File: src/rtl/xmem_pkg.sv
package xmem_pkg;

  // Sequencer phases of one request
  typedef enum logic [1:0] {
    XS_IDLE = 2'd0,
    XS_STRB = 2'd1,
    XS_HOLD = 2'd2,
    XS_DONE = 2'd3
  } xm_state_e;

  localparam int WORD_BYTES = 4;
  localparam int WORD_W     = 8 * WORD_BYTES;
  localparam int XDATA_W    = 16;
  localparam int LANE_IDX_W = $clog2(WORD_BYTES);

endpackage

File: src/rtl/xmem_cfg_regs.sv
module xmem_cfg_regs #(
  parameter  int NBANK  = 4,
  parameter  int WAIT_W = 4,
  localparam int BSEL_W = $clog2(NBANK)
) (
  input  logic                    clk,
  input  logic                    rst_n,
  input  logic                    wr_en,
  input  logic [BSEL_W-1:0]       wr_bank,
  input  logic                    wr_wide,
  input  logic [WAIT_W-1:0]       wr_waits,
  output logic [NBANK-1:0]        bank_wide,
  output logic [NBANK*WAIT_W-1:0] bank_waits
);

  for (genvar g = 0; g < NBANK; g++) begin : g_bank
    logic              wide_q, wide_d;
    logic [WAIT_W-1:0] waits_q, waits_d;
    logic              hit;

    assign hit = wr_en && (wr_bank == BSEL_W'(g));

    always_comb begin
      wide_d  = wide_q;
      waits_d = waits_q;
      if (hit) begin
        wide_d  = wr_wide;
        waits_d = wr_waits;
      end
    end

    // Reset setting: narrow device, slowest timing
    always_ff @(posedge clk or negedge rst_n) begin
      if (!rst_n) begin
        wide_q  <= 1'b0;
        waits_q <= '1;
      end else if (hit) begin
        wide_q  <= wide_d;
        waits_q <= waits_d;
      end
    end

    assign bank_wide[g]                  = wide_q;
    assign bank_waits[g*WAIT_W +: WAIT_W] = waits_q;
  end

endmodule

File: src/rtl/xmem_beat_mask.sv
module xmem_beat_mask (
  input  logic       wide,
  input  logic       we,
  input  logic [3:0] be,
  output logic [3:0] mask
);

  // One bit per external cycle the request needs
  always_comb begin
    if (!we) begin
      mask = wide ? 4'b0011 : 4'b1111;
    end else if (wide) begin
      mask = {2'b00, |be[3:2], |be[1:0]};
    end else begin
      mask = be;
    end
  end

endmodule

File: src/rtl/xmem_lane_pick.sv
module xmem_lane_pick #(
  parameter  int N  = 4,
  localparam int IW = $clog2(N)
) (
  input  logic [N-1:0]  pend,
  output logic          any,
  output logic [IW-1:0] idx
);

  // Lowest pending lane first
  always_comb begin
    idx = '0;
    for (int i = N - 1; i >= 0; i--) begin
      if (pend[i]) idx = IW'(i);
    end
  end

  assign any = |pend;

endmodule

File: src/rtl/xmem_lane_drive.sv
module xmem_lane_drive #(
  parameter int ADDR_W = 20
) (
  input  logic              wide,
  input  logic              we,
  input  logic [ADDR_W-3:0] waddr,
  input  logic [1:0]        lane,
  input  logic [3:0]        be,
  input  logic [31:0]       wdata,
  output logic [ADDR_W-1:0] addr,
  output logic [15:0]       dout,
  output logic [1:0]        bls_n
);

  always_comb begin
    if (wide) begin
      addr  = {waddr, lane[0], 1'b0};
      dout  = lane[0] ? wdata[31:16] : wdata[15:0];
      bls_n = we ? ~(lane[0] ? be[3:2] : be[1:0]) : 2'b00;
    end else begin
      addr  = {waddr, lane};
      dout  = {8'h00, wdata[{lane, 3'b000} +: 8]};
      bls_n = 2'b10;
    end
  end

endmodule

File: src/rtl/bank_xmem_if.sv
module bank_xmem_if
  import xmem_pkg::*;
#(
  parameter  int NBANK  = 4,
  parameter  int ADDR_W = 20,
  parameter  int WAIT_W = 4,
  localparam int BSEL_W = $clog2(NBANK),
  localparam int RA_W   = ADDR_W + BSEL_W
) (
  input  logic               clk,
  input  logic               rst_n,
  input  logic               cfg_we,
  input  logic [BSEL_W-1:0]  cfg_bank,
  input  logic               cfg_wide,
  input  logic [WAIT_W-1:0]  cfg_waits,
  input  logic               req_valid,
  input  logic [RA_W-1:0]    req_addr,
  input  logic               req_we,
  input  logic [3:0]         req_be,
  input  logic [31:0]        req_wdata,
  output logic               req_ready,
  output logic [31:0]        req_rdata,
  output logic [NBANK-1:0]   xm_cs_n,
  output logic               xm_oe_n,
  output logic               xm_we_n,
  output logic [1:0]         xm_bls_n,
  output logic [ADDR_W-1:0]  xm_addr,
  output logic [15:0]        xm_dout,
  output logic               xm_doe,
  input  logic [15:0]        xm_din
);

  // Reset: asserted asynchronously, released on the clock
  logic [1:0] rsync_q;
  logic       arst_n;

  always_ff @(posedge clk or negedge rst_n) begin
    if (!rst_n) rsync_q <= 2'b00;
    else        rsync_q <= {rsync_q[0], 1'b1};
  end
  assign arst_n = rsync_q[1];

  // Bank settings
  logic [NBANK-1:0]        bank_wide;
  logic [NBANK*WAIT_W-1:0] bank_waits;

  xmem_cfg_regs #(.NBANK(NBANK), .WAIT_W(WAIT_W)) cfg_i (
    .clk       (clk),
    .rst_n     (arst_n),
    .wr_en     (cfg_we),
    .wr_bank   (cfg_bank),
    .wr_wide   (cfg_wide),
    .wr_waits  (cfg_waits),
    .bank_wide (bank_wide),
    .bank_waits(bank_waits)
  );

  // Request state
  xm_state_e         st_q, st_d;
  logic [BSEL_W-1:0] bank_q, bank_d;
  logic [ADDR_W-3:0] waddr_q, waddr_d;
  logic              we_q, we_d;
  logic [3:0]        be_q, be_d;
  logic [31:0]       wdata_q, wdata_d;
  logic              wide_q, wide_d;
  logic [WAIT_W-1:0] waits_q, waits_d;
  logic [WAIT_W-1:0] wcnt_q, wcnt_d;
  logic [3:0]        pend_q, pend_d;
  logic [1:0]        cur_q, cur_d;
  logic [31:0]       rdata_q, rdata_d;

  // Beats needed by the incoming request
  logic [BSEL_W-1:0] new_bank;
  logic              new_wide;
  logic [WAIT_W-1:0] new_waits;
  logic [3:0]        new_mask;
  logic              new_any;
  logic [1:0]        new_first;
  logic              pend_any;
  logic [1:0]        pend_first;

  assign new_bank  = req_addr[ADDR_W +: BSEL_W];
  assign new_wide  = bank_wide[new_bank];
  assign new_waits = bank_waits[new_bank*WAIT_W +: WAIT_W];

  xmem_beat_mask mask_i (
    .wide(new_wide),
    .we  (req_we),
    .be  (req_be),
    .mask(new_mask)
  );

  xmem_lane_pick #(.N(4)) pick_new_i (
    .pend(new_mask),
    .any (new_any),
    .idx (new_first)
  );

  xmem_lane_pick #(.N(4)) pick_pend_i (
    .pend(pend_q),
    .any (pend_any),
    .idx (pend_first)
  );

  // Next-state logic
  always_comb begin
    st_d    = st_q;
    bank_d  = bank_q;
    waddr_d = waddr_q;
    we_d    = we_q;
    be_d    = be_q;
    wdata_d = wdata_q;
    wide_d  = wide_q;
    waits_d = waits_q;
    wcnt_d  = wcnt_q;
    pend_d  = pend_q;
    cur_d   = cur_q;
    rdata_d = rdata_q;
    case (st_q)
      XS_IDLE: begin
        if (req_valid) begin
          bank_d  = new_bank;
          waddr_d = req_addr[ADDR_W-1:2];
          we_d    = req_we;
          be_d    = req_be;
          wdata_d = req_wdata;
          wide_d  = new_wide;
          waits_d = new_waits;
          if (!new_any) begin
            st_d = XS_DONE;
          end else begin
            cur_d  = new_first;
            pend_d = new_mask & ~(4'b0001 << new_first);
            wcnt_d = new_waits;
            st_d   = XS_STRB;
          end
        end
      end
      XS_STRB: begin
        if (wcnt_q == '0) begin
          st_d = XS_HOLD;
          if (!we_q) begin
            if (wide_q) rdata_d[{cur_q[0], 4'b0000} +: 16] = xm_din;
            else        rdata_d[{cur_q, 3'b000} +: 8]      = xm_din[7:0];
          end
        end else begin
          wcnt_d = wcnt_q - 1'b1;
        end
      end
      XS_HOLD: begin
        if (!pend_any) begin
          st_d = XS_DONE;
        end else begin
          cur_d  = pend_first;
          pend_d = pend_q & ~(4'b0001 << pend_first);
          wcnt_d = waits_q;
          st_d   = XS_STRB;
        end
      end
      default: begin
        st_d = XS_IDLE;
      end
    endcase
  end

  // Registers: control always, request fields only when taken
  logic take;
  assign take = (st_q == XS_IDLE) && req_valid;

  always_ff @(posedge clk or negedge arst_n) begin
    if (!arst_n) begin
      st_q   <= XS_IDLE;
      wcnt_q <= '0;
      pend_q <= '0;
      cur_q  <= '0;
    end else begin
      st_q   <= st_d;
      wcnt_q <= wcnt_d;
      pend_q <= pend_d;
      cur_q  <= cur_d;
    end
  end

  always_ff @(posedge clk or negedge arst_n) begin
    if (!arst_n) begin
      bank_q  <= '0;
      waddr_q <= '0;
      we_q    <= 1'b0;
      be_q    <= '0;
      wdata_q <= '0;
      wide_q  <= 1'b0;
      waits_q <= '0;
    end else if (take) begin
      bank_q  <= bank_d;
      waddr_q <= waddr_d;
      we_q    <= we_d;
      be_q    <= be_d;
      wdata_q <= wdata_d;
      wide_q  <= wide_d;
      waits_q <= waits_d;
    end
  end

  always_ff @(posedge clk or negedge arst_n) begin
    if (!arst_n)              rdata_q <= '0;
    else if (st_q == XS_STRB) rdata_q <= rdata_d;
  end

  // Pin decode
  logic active;
  assign active = (st_q == XS_STRB) || (st_q == XS_HOLD);

  for (genvar g = 0; g < NBANK; g++) begin : g_cs
    assign xm_cs_n[g] = !(active && (bank_q == BSEL_W'(g)));
  end

  assign xm_oe_n   = !((st_q == XS_STRB) && !we_q);
  assign xm_we_n   = !((st_q == XS_STRB) && we_q);
  assign xm_doe    = active && we_q;
  assign req_ready = (st_q == XS_DONE);
  assign req_rdata = rdata_q;

  xmem_lane_drive #(.ADDR_W(ADDR_W)) drive_i (
    .wide (wide_q),
    .we   (we_q),
    .waddr(waddr_q),
    .lane (cur_q),
    .be   (be_q),
    .wdata(wdata_q),
    .addr (xm_addr),
    .dout (xm_dout),
    .bls_n(xm_bls_n)
  );

  // Properties
  assert_cs_onehot_R1: assert property (@(posedge clk) disable iff (!arst_n)
    $onehot0(~xm_cs_n));

  assert_strobe_has_cs_R1: assert property (@(posedge clk) disable iff (!arst_n)
    (!xm_oe_n || !xm_we_n) |-> (xm_cs_n != '1));

  assert_aligned_req_R2: assert property (@(posedge clk) disable iff (!arst_n)
    req_valid |-> (req_addr[1:0] == 2'b00));

  assert_strobe_exclusive_R4: assert property (@(posedge clk) disable iff (!arst_n)
    !(!xm_oe_n && !xm_we_n));

  assert_drive_window_R7: assert property (@(posedge clk) disable iff (!arst_n)
    xm_doe |-> (!xm_we_n || $past(!xm_we_n)));

  assert_no_contention_R7: assert property (@(posedge clk) disable iff (!arst_n)
    xm_doe |-> xm_oe_n);

  assert_pins_stable_R9: assert property (@(posedge clk) disable iff (!arst_n)
    (!xm_we_n && $past(!xm_we_n)) |-> ($stable(xm_addr) && $stable(xm_dout)));

  assert_read_addr_stable_R9: assert property (@(posedge clk) disable iff (!arst_n)
    (!xm_oe_n && $past(!xm_oe_n)) |-> $stable(xm_addr));

  assert_ready_quiet_R10: assert property (@(posedge clk) disable iff (!arst_n)
    req_ready |-> (xm_oe_n && xm_we_n && (xm_cs_n == '1)));

  assert_ready_pulse_R10: assert property (@(posedge clk) disable iff (!arst_n)
    req_ready |=> !req_ready);

endmodule

File: config.mk
export PLATFORM = sky130hd
export DESIGN_NAME = bank_xmem_if
export DESIGN_NICKNAME = d
export VERILOG_FILES = /design/src/rtl/xmem_pkg.sv /design/src/rtl/xmem_cfg_regs.sv /design/src/rtl/xmem_beat_mask.sv /design/src/rtl/xmem_lane_pick.sv /design/src/rtl/xmem_lane_drive.sv /design/src/rtl/bank_xmem_if.sv
export SDC_FILE = /design/constraint.sdc
export NUM_CORES = 1
export LEC_CHECK = 0
export BUFFER_PORTS_ARGS = -buffer_cell sky130_fd_sc_hd__clkbuf_2
export CAP_MARGIN = 20
export CORE_ASPECT_RATIO = 1.4
export CORE_MARGIN = 2
export CORE_UTILIZATION = 53
export DETAILED_ROUTE_END_ITERATION = 7
export PLACE_DENSITY = 0.8
export SLEW_MARGIN = 5
export SYNTH_ARGS = -nofsm -noshare
export SYNTH_HDL_FRONTEND = slang
export SYNTH_SLANG_ARGS = --single-unit
export TNS_END_PERCENT = 10
File: constraint.sdc
create_clock -name clk -period 5.33 [get_ports clk]
set_input_delay 0.2665 -clock clk [delete_from_list [all_inputs] [get_ports clk]]
set_output_delay 0.2665 -clock clk [all_outputs]
set_load 0.01 [all_outputs]
==> results of run 1 <==
-- cell type report --
type                    count  share of cell area
clock inverters             9              0.0257
well taps                 147              0.0233
repair buffers            166               0.107
clock buffers              23              0.0619
inverters                  21              0.0100
flip-flops and latches    128               0.409
multi-input cells         342               0.362
-- per-layer routing --
metal	wire, microns	GRT usage	share of wire	vias to the layer above
met3	884	0.0587	0.062	26
met2	7620	0.404	0.53	173
met1	5440	0.271	0.38	2294
met4	329	0.0913	0.023	0
li1	-	-	-	2190
met5	0	0	0	-
-- worst paths after layout --
check	start	to	slack [ns]	cells past startpoint
min reg2reg	rsync_q[0]	rsync_q[1]	0.35	0
max reg2reg	cur_q[0]	req_rdata[3]	2.65	5
max in group asynchronous	rsync_q[1]	cur_q[0]	3.55	1
min in group asynchronous	rst_n	rsync_q[1]	0.18	2
min	req_addr[8]	waddr_q[6]	0.09	2
max	cur_q[0]	xm_dout[0]	2.54	5
-- power groups by stage --
stage	logic [mW]	registers, mW	clock network, mW
2_1_floorplan	1.35	1.72	0
3_3_place_gp	1.89	1.75	0
3_5_place_dp	1.96	1.78	0
4_1_cts	1.97	1.77	1.35
5_1_grt	2.15	1.84	1.40
6_report	1.96	1.77	1.34
-- synth_stat cells, drive strengths merged, types with 5 or more instances --
master / number / share of area
mux2i: 28 / 0.045
o21ai: 20 / 0.016
ha: 10 / 0.020
a22o: 18 / 0.025
nor3b: 10 / 0.014
o31ai: 10 / 0.012
dfrtp: 112 / 0.45
buf: 10 / 0.0084
inv: 21 / 0.013
mux4: 5 / 0.018
clkbuf: 15 / 0.0090
a21oi: 15 / 0.013
nand2: 32 / 0.019
dfstp: 16 / 0.067
nor2b: 16 / 0.016
mux2: 93 / 0.17
nand3b: 5 / 0.0060
o211ai: 5 / 0.0060
a211oi: 8 / 0.0096
a22oi: 9 / 0.011
nor2: 24 / 0.014
-- sequential cells by signal, indices dropped and copies added, names as in the netlist, 2 cells and up --
name	count
req_rdata	32
wdata_q	32
waddr_q	18
cfg_i.g_bank.waits_q	16
be_q	4
cfg_i.g_bank.wide_q	4
pend_q	4
waits_q	4
wcnt_q	4
bank_q	2
cur_q	2
rsync_q	2
st_q	2
-- worst max-delay path: cells and delay by family, from the launching register on --
kind | cells | cell delay (ns)
AOI/OAI and AO/OA | 1 | 0.28
buffers and inverters | 2 | 0.44
and+or+nand+nor | 2 | 0.43
DFF | 1 | 0.97
-- cells by family (layout without fill, tap and decap cells) --
group / count (synthesis) / count (layout) / share of synthesized area
xor gates and xnor gates: 1 / 1 / 0.00140
DFF: 128 / 128 / 0.514
adders and majority gates: 10 / 10 / 0.0200
and+or+nand+nor: 108 / 108 / 0.0913
muxes: 126 / 126 / 0.230
AOI/OAI and AO/OA: 96 / 96 / 0.112
buffers and inverters: 46 / 219 / 0.0300
other: 1 / 1 / 0.000599
==> flow_summary.ini, run 1 <==
[pwr]
power_frac_seq = 0.350
power_density_mw_per_mm2 = 643
combPwrFrac = 0.386
p_sw_mw = 1.76
internal_power_mw = 3.30
p_clk_frac = 0.264
peakVddDrop_mv = 0.365
p_leak_nw = 3.71
p_sw_frac = 0.348
total_power_mw = 5.07

[yosys]
yosys_warnings = 0
synthCells = 516
synth_seq_cells = 128
yosysSeqAreaShare = 0.514
synthArstFlopShare = 1.00
synth_ff_type = dfrtp_1
synthesis.nets = 612
netlist_area_sq_mm = 0.00626
synth_cell_types = 50
synth_edf_count = 0
syn_area_per_cell_sq_um = 12.1

[final_layout]
n_antenna_cell = 0
nets = 772
fin_area_sq_mm = 0.00788
multi_input_area_sq_mm = 0.00286
n_fill_cell = 897
syn2layout_area_growth_pct = 25.8
most-common-layout-cells = clkbuf_2 (161), dfrtp_1 (110), mux2_2 (93)
instances_no_fill = 836
layout-drive-gt1-share = 0.467
fin_util = 0.674
seqCellArea_sq_mm = 0.00323
final_common_cell = clkbuf_2

[placement]
io_buffers = 161
dpl_cell_area_sq_mm = 0.00718
dpl.cell_count = 802
dp_hpwl_microns = 10300
preCtsSetupSlack_ns = 2.43
place.gp.congestion = 0.866

[die]
die_x_microns = 95.9
ios = 164
die_h_microns = 133
initial_core_util = 0.535
core_area_sq_mm = 0.0117
dieArea_sq_mm = 0.0127
rows = 47

[clock_network]
clk_path_buf_depth = 2
cts_setup_buffers = 0
cts.sinks = 128
clk_pin_slew_ns = 0.06
cts_resized = 0
cts-htree-levels = 4
cts_root_buffer = clkbuf_16
clk_latency_ns = 0.40
cts_tree = yes
numCtsBuffers = 17
cts_hold_buffers = 1

[worst_setup_path]
path_cells = inv_1, nand2_1, nor2_1, a211oi_1, clkbuf_2
endpoint_kind = output port
crit_fanout = 42
crit_required_ns = 5.06
cp_slowest_stage_delay_ns = 0.97
crit_arrival_ns = 2.53
critPathKind = register to output port
cp_slowest_cell = dfrtp_2
start_kind = register

[timing]
whs_ns = 0.0915
final_hold_viol_count = 0
tns_ns = 0
fin_skew_ns = 0.00783
tightest_slew_ns = 0.936
max-slew-margin-rel = 0.376
fin_crit_sh = 0.524
post-route-min-period_ns = 2.79
drv_slew = 0
fmaxAchievable_mhz = 358
setup_viol = 0
finalWorstSetupSlack_ns = 2.54
rsz0062_at_grt = false

[grt]
grt_pass1_vias = 4805
track_usage = 0.233
grt_max_degree = 71
grt_pass1_wl_microns = 23100
antenna_found_initial = 0
overflow = 0

[status]
status = finished, final reports clean

[drt]
wirelength_microns = 14300
wl_per_cell_microns = 17.1
vias_per_cell = 5.60
first_iter_violations = 190
vias = 4683
first_pass_iters = 4
drc = 0
antenna_left = 0

[min_path]
worstHoldPathType = input pin to register

[run]
maxCapViolCount = 0
No activity file was read; power rests on OpenSTA's default activity.
==> run 2, diff against run 1 <==
CORE_UTILIZATION = 48   (was 53)
PLACE_DENSITY = 0.77   (was 0.8)
clock period = 2.3 ns   (was 5.33 ns; I/O delays follow)
==> flow_summary.ini, run 2 (synthesis results as in run 1) <==
[clock_network]
clk_latency_ns = 0.41
cts.sinks = 128
cts-htree-levels = 4
cts_tree = yes
clk_pin_slew_ns = 0.06
cts_root_buffer = clkbuf_16
cts_setup_buffers = 0
numCtsBuffers = 17
clk_path_buf_depth = 2

[drt]
wl_per_cell_microns = 17.4
antenna_left = 0
vias_per_cell = 5.42
first_pass_iters = 5
drc = 0
wirelength_microns = 15900
first_iter_violations = 167
vias = 4948

[die]
die_x_microns = 101
initial_core_util = 0.489
die_h_microns = 139
ios = 164
core_area_sq_mm = 0.0128
rows = 49
dieArea_sq_mm = 0.0140

[pwr]
p_leak_nw = 3.98
power_density_mw_per_mm2 = 1370
peakVddDrop_mv = 0.842

[timing]
rsz0062_at_grt = false
fin_crit_sh = 0.932
fin_skew_ns = 0.00978
whs_ns = 0.0264
tns_ns = 0
final_hold_viol_count = 0
tightest_slew_ns = 1.00
setup_viol = 0
post-route-min-period_ns = 2.14
drv_slew = 0
max-slew-margin-rel = 0.327
fmaxAchievable_mhz = 467

[worst_setup_path]
endpoint_kind = output port
start_kind = register
reg2reg_slack_ns = 0.19
critPathKind = register to output port
crit_fanout = 12
r2r-end = wcnt_q[2]
crit_arrival_ns = 2.03
r2r-start = st_q[0]
reg2reg_depth = 6
crit_required_ns = 2.18

[final_layout]
final_common_cell = clkbuf_2
most-common-layout-cells = clkbuf_2 (161), dfrtp_1 (110), mux2_2 (93)
fin_area_sq_mm = 0.00851
n_fill_cell = 935
syn2layout_area_growth_pct = 35.9
instances_no_fill = 913
layout-drive-gt1-share = 0.440
nets = 842

[grt]
grt_pass1_wl_microns = 26200
grt_max_degree = 52
antenna_found_initial = 1
overflow = 0
track_usage = 0.236
grt_pass1_vias = 5444

[run]
maxCapViolCount = 0

[placement]
io_buffers = 161
dpl_cell_area_sq_mm = 0.00730
dp_hpwl_microns = 11300
dpl.cell_count = 820
place.gp.congestion = 0.911

[status]
status = finished, final reports clean

[min_path]
worstHoldPathType = input pin to asynchronous set/reset pin
## run 2: how the worst max path moves through the flow
stage / startpoint / endpoint / slack (ns) / depth (start not counted)
global placement: cur_q[0] / req_rdata[4] / 0.27 / 6
floorplan: cur_q[1] / req_rdata[24] / 0.05 / 9
detailed placement: cur_q[0] / req_rdata[7] / 0.11 / 6
global route: st_q[1] / xm_cs_n[0] / 0.01 / 4
finish: st_q[0] / xm_cs_n[0] / 0.16 / 4
CTS: cur_q[0] / xm_dout[0] / 0.05 / 6
## run 2: critical path, cell delays in order, from the launching register on
cell and delay, ns:
dfrtp_1 0.39, inv_1 0.08, ha_1 0.53, or3b_2 0.48
clkbuf_2 0.14
## run 2: area by class of cell
| class | instances | area (sq um) | share of cell area |
|---|---|---|---|
| multi-input cells | 342 | 2860 | 0.336 |
| clock buffers | 22 | 474 | 0.0557 |
| inverters | 21 | 78.8 | 0.00926 |
| clock inverters | 10 | 135 | 0.0159 |
| well taps | 153 | 191 | 0.0225 |
| repair buffers | 236 | 1550 | 0.182 |
| flip-flops and latches | 128 | 3230 | 0.379 |
| diodes | 1 | 2.50 | 0.000294 |
## run 2: what timing repair did
action	CTS	global route
hold buffers	59	0
endpoints found under the setup margin	0	2
resized for setup	0	1
hold endpoints to repair	73	0
## run 2: power by group
part           switching (mW)  total, mW  internal, mW
combinational            2.53       4.94          2.41
clock                   0.951       2.74          1.78
sequential              0.716       3.98          3.26
total                    4.20       11.7          7.46
## run 2: through the flow
step,setup slack (ns),power [mW],util
after floorplan,0.0526,7.13,-
after global placement,0.273,8.57,0.570
after detailed placement,0.105,8.83,0.570
after CTS,0.0537,11.7,0.663
after global routing,0.0117,12.4,0.664
final,0.157,11.7,0.664
## run 2: layer usage
layer  GRT usage  up-vias  part of all wire
li1            -     2323                 -
met1       0.256     2407              0.38
met2       0.431      186              0.54
met3      0.0529       32             0.052
met4       0.107        0             0.027
met5           0        -                 0
==> run 3, diff against run 2 <==
MAX_ROUTING_LAYER = met4   (was not set)
==> flow_summary.ini, run 3 (synthesis results as in run 1) <==
[drt]
vias_per_cell = 5.50
drc = 0
first_iter_violations = 204
first_pass_iters = 5
wl_per_cell_microns = 17.5
wirelength_microns = 16000
vias = 5026
antenna_left = 0

[final_layout]
n_antenna_cell = 0
nets = 843
layout-drive-gt1-share = 0.441
syn2layout_area_growth_pct = 35.9
most-common-layout-cells = clkbuf_2 (161), dfrtp_1 (110), mux2_2 (93)
final_common_cell = clkbuf_2
n_fill_cell = 927
fin_area_sq_mm = 0.00852

[die]
rows = 49
die_h_microns = 139
initial_core_util = 0.489
die_x_microns = 101
dieArea_sq_mm = 0.0140
ios = 164
core_area_sq_mm = 0.0128

[grt]
grt_max_degree = 64
use_met1 = 0.264
grtUsageMet2 = 0.420
grt_pass1_wl_microns = 25900
overflow = 0
grt_pass1_vias = 5366
grt_busiest_layer = met2
antenna_found_initial = 0
track_usage = 0.241
met3_usage = 0.0565

[pwr]
p_sw_frac = 0.366
p_leak_nw = 3.99
peakVddDrop_mv = 0.662
p_clk_frac = 0.234
p_sw_mw = 4.27
combPwrFrac = 0.426
power_density_mw_per_mm2 = 1370
power_frac_seq = 0.340
internal_power_mw = 7.41

[timing]
tns_ns = 0
post-route-min-period_ns = 2.18
final_hold_viol_count = 0
fmaxAchievable_mhz = 460
drv_slew = 0
fin_skew_ns = 0.0166
max-slew-margin-rel = 0.453
setup_viol = 0
rsz0062_at_grt = false
tightest_slew_ns = 0.812
fin_crit_sh = 0.946
finalWorstSetupSlack_ns = 0.124

[min_path]
worstHoldPathType = input pin to register
min_to = be_q[3]
holdPathStages = 2
min_from = req_be[3]

[placement]
io_buffers = 161
dpl_cell_area_sq_mm = 0.00729
dp_hpwl_microns = 11000
preCtsSetupSlack_ns = 0.173
place.gp.congestion = 0.919

[worst_setup_path]
reg2reg_depth = 6
endpoint_kind = output port
crit_required_ns = 2.18
crit_arrival_ns = 2.06
start_kind = register
critPathKind = register to output port
crit_fanout = 12
r2r-start = st_q[0]
reg2reg_slack_ns = 0.20
r2r-end = wcnt_q[3]

[clock_network]
cts_tree = yes
clk_path_buf_depth = 2
cts-htree-levels = 4
clk_pin_slew_ns = 0.06
cts_root_buffer = clkbuf_16
clk_latency_ns = 0.42
cts.sinks = 128
numCtsBuffers = 17

[run]
maxCapViolCount = 0

[status]
status = finished, final reports clean
## run 3: critical path: stages, from the launching register on
cell	delay, ns
dfrtp_1	0.40
inv_1	0.08
ha_1	0.54
or3b_2	0.48
clkbuf_2	0.14
## run 3: per-layer routing
| layer | routed length, microns | up-vias |
|---|---|---|
| met4 | 397 | 0 |
| met1 | 6330 | 2488 |
| met2 | 8580 | 176 |
| met5 | 0 | - |
| li1 | - | 2332 |
| met3 | 652 | 30 |
## run 3: stage by stage
step	util	hold slack, ns	power [mW]	cells
global route	0.665	0.0123	12.4	913
floorplan	-	-0.181	7.13	516
detailed placement	0.569	-0.0949	8.82	819
finish	0.665	0.00495	11.7	913
global placement	0.569	-0.0984	8.57	819
CTS	0.663	0.00196	11.7	911
## run 3: final cells by class
cell class                 count  area [sq um]  share of cell area
clock buffer                  19           443              0.0520
clock inverter                13           163              0.0191
inverter                      21          78.8             0.00926
multi-input combinational    342          2860               0.335
sequential                   128          3230               0.379
tap                          153           191              0.0225
timing repair buffer         237          1560               0.183
## run 3: worst max path at each step
stage	endpoint	slack, ns	from	cells past startpoint
2_1_floorplan	req_rdata[24]	0.05	cur_q[1]	9
3_3_place_gp	req_rdata[5]	0.27	cur_q[0]	6
3_5_place_dp	req_rdata[4]	0.17	cur_q[0]	6
4_1_cts	xm_dout[2]	0.08	cur_q[0]	6
5_1_grt	xm_cs_n[0]	0.01	st_q[1]	4
6_report	xm_cs_n[0]	0.12	st_q[0]	4
## run 3: repair_timing
item / in CTS / in global routing
endpoints found under the hold margin: 78 / 0
setup buffers: 0 / 1
hold buffers: 60 / 0
setup endpoints to repair: 0 / 9
resized for setup: 0 / 1
## run 3: power by group through the flow
stage | Sequential (mW) | Combinational (mW) | Clock [mW]
2_1_floorplan | 3.99 | 3.14 | 0
3_3_place_gp | 3.89 | 4.68 | 0
3_5_place_dp | 3.98 | 4.84 | 0
4_1_cts | 3.95 | 4.95 | 2.80
5_1_grt | 4.09 | 5.42 | 2.90
6_report | 3.97 | 4.98 | 2.73
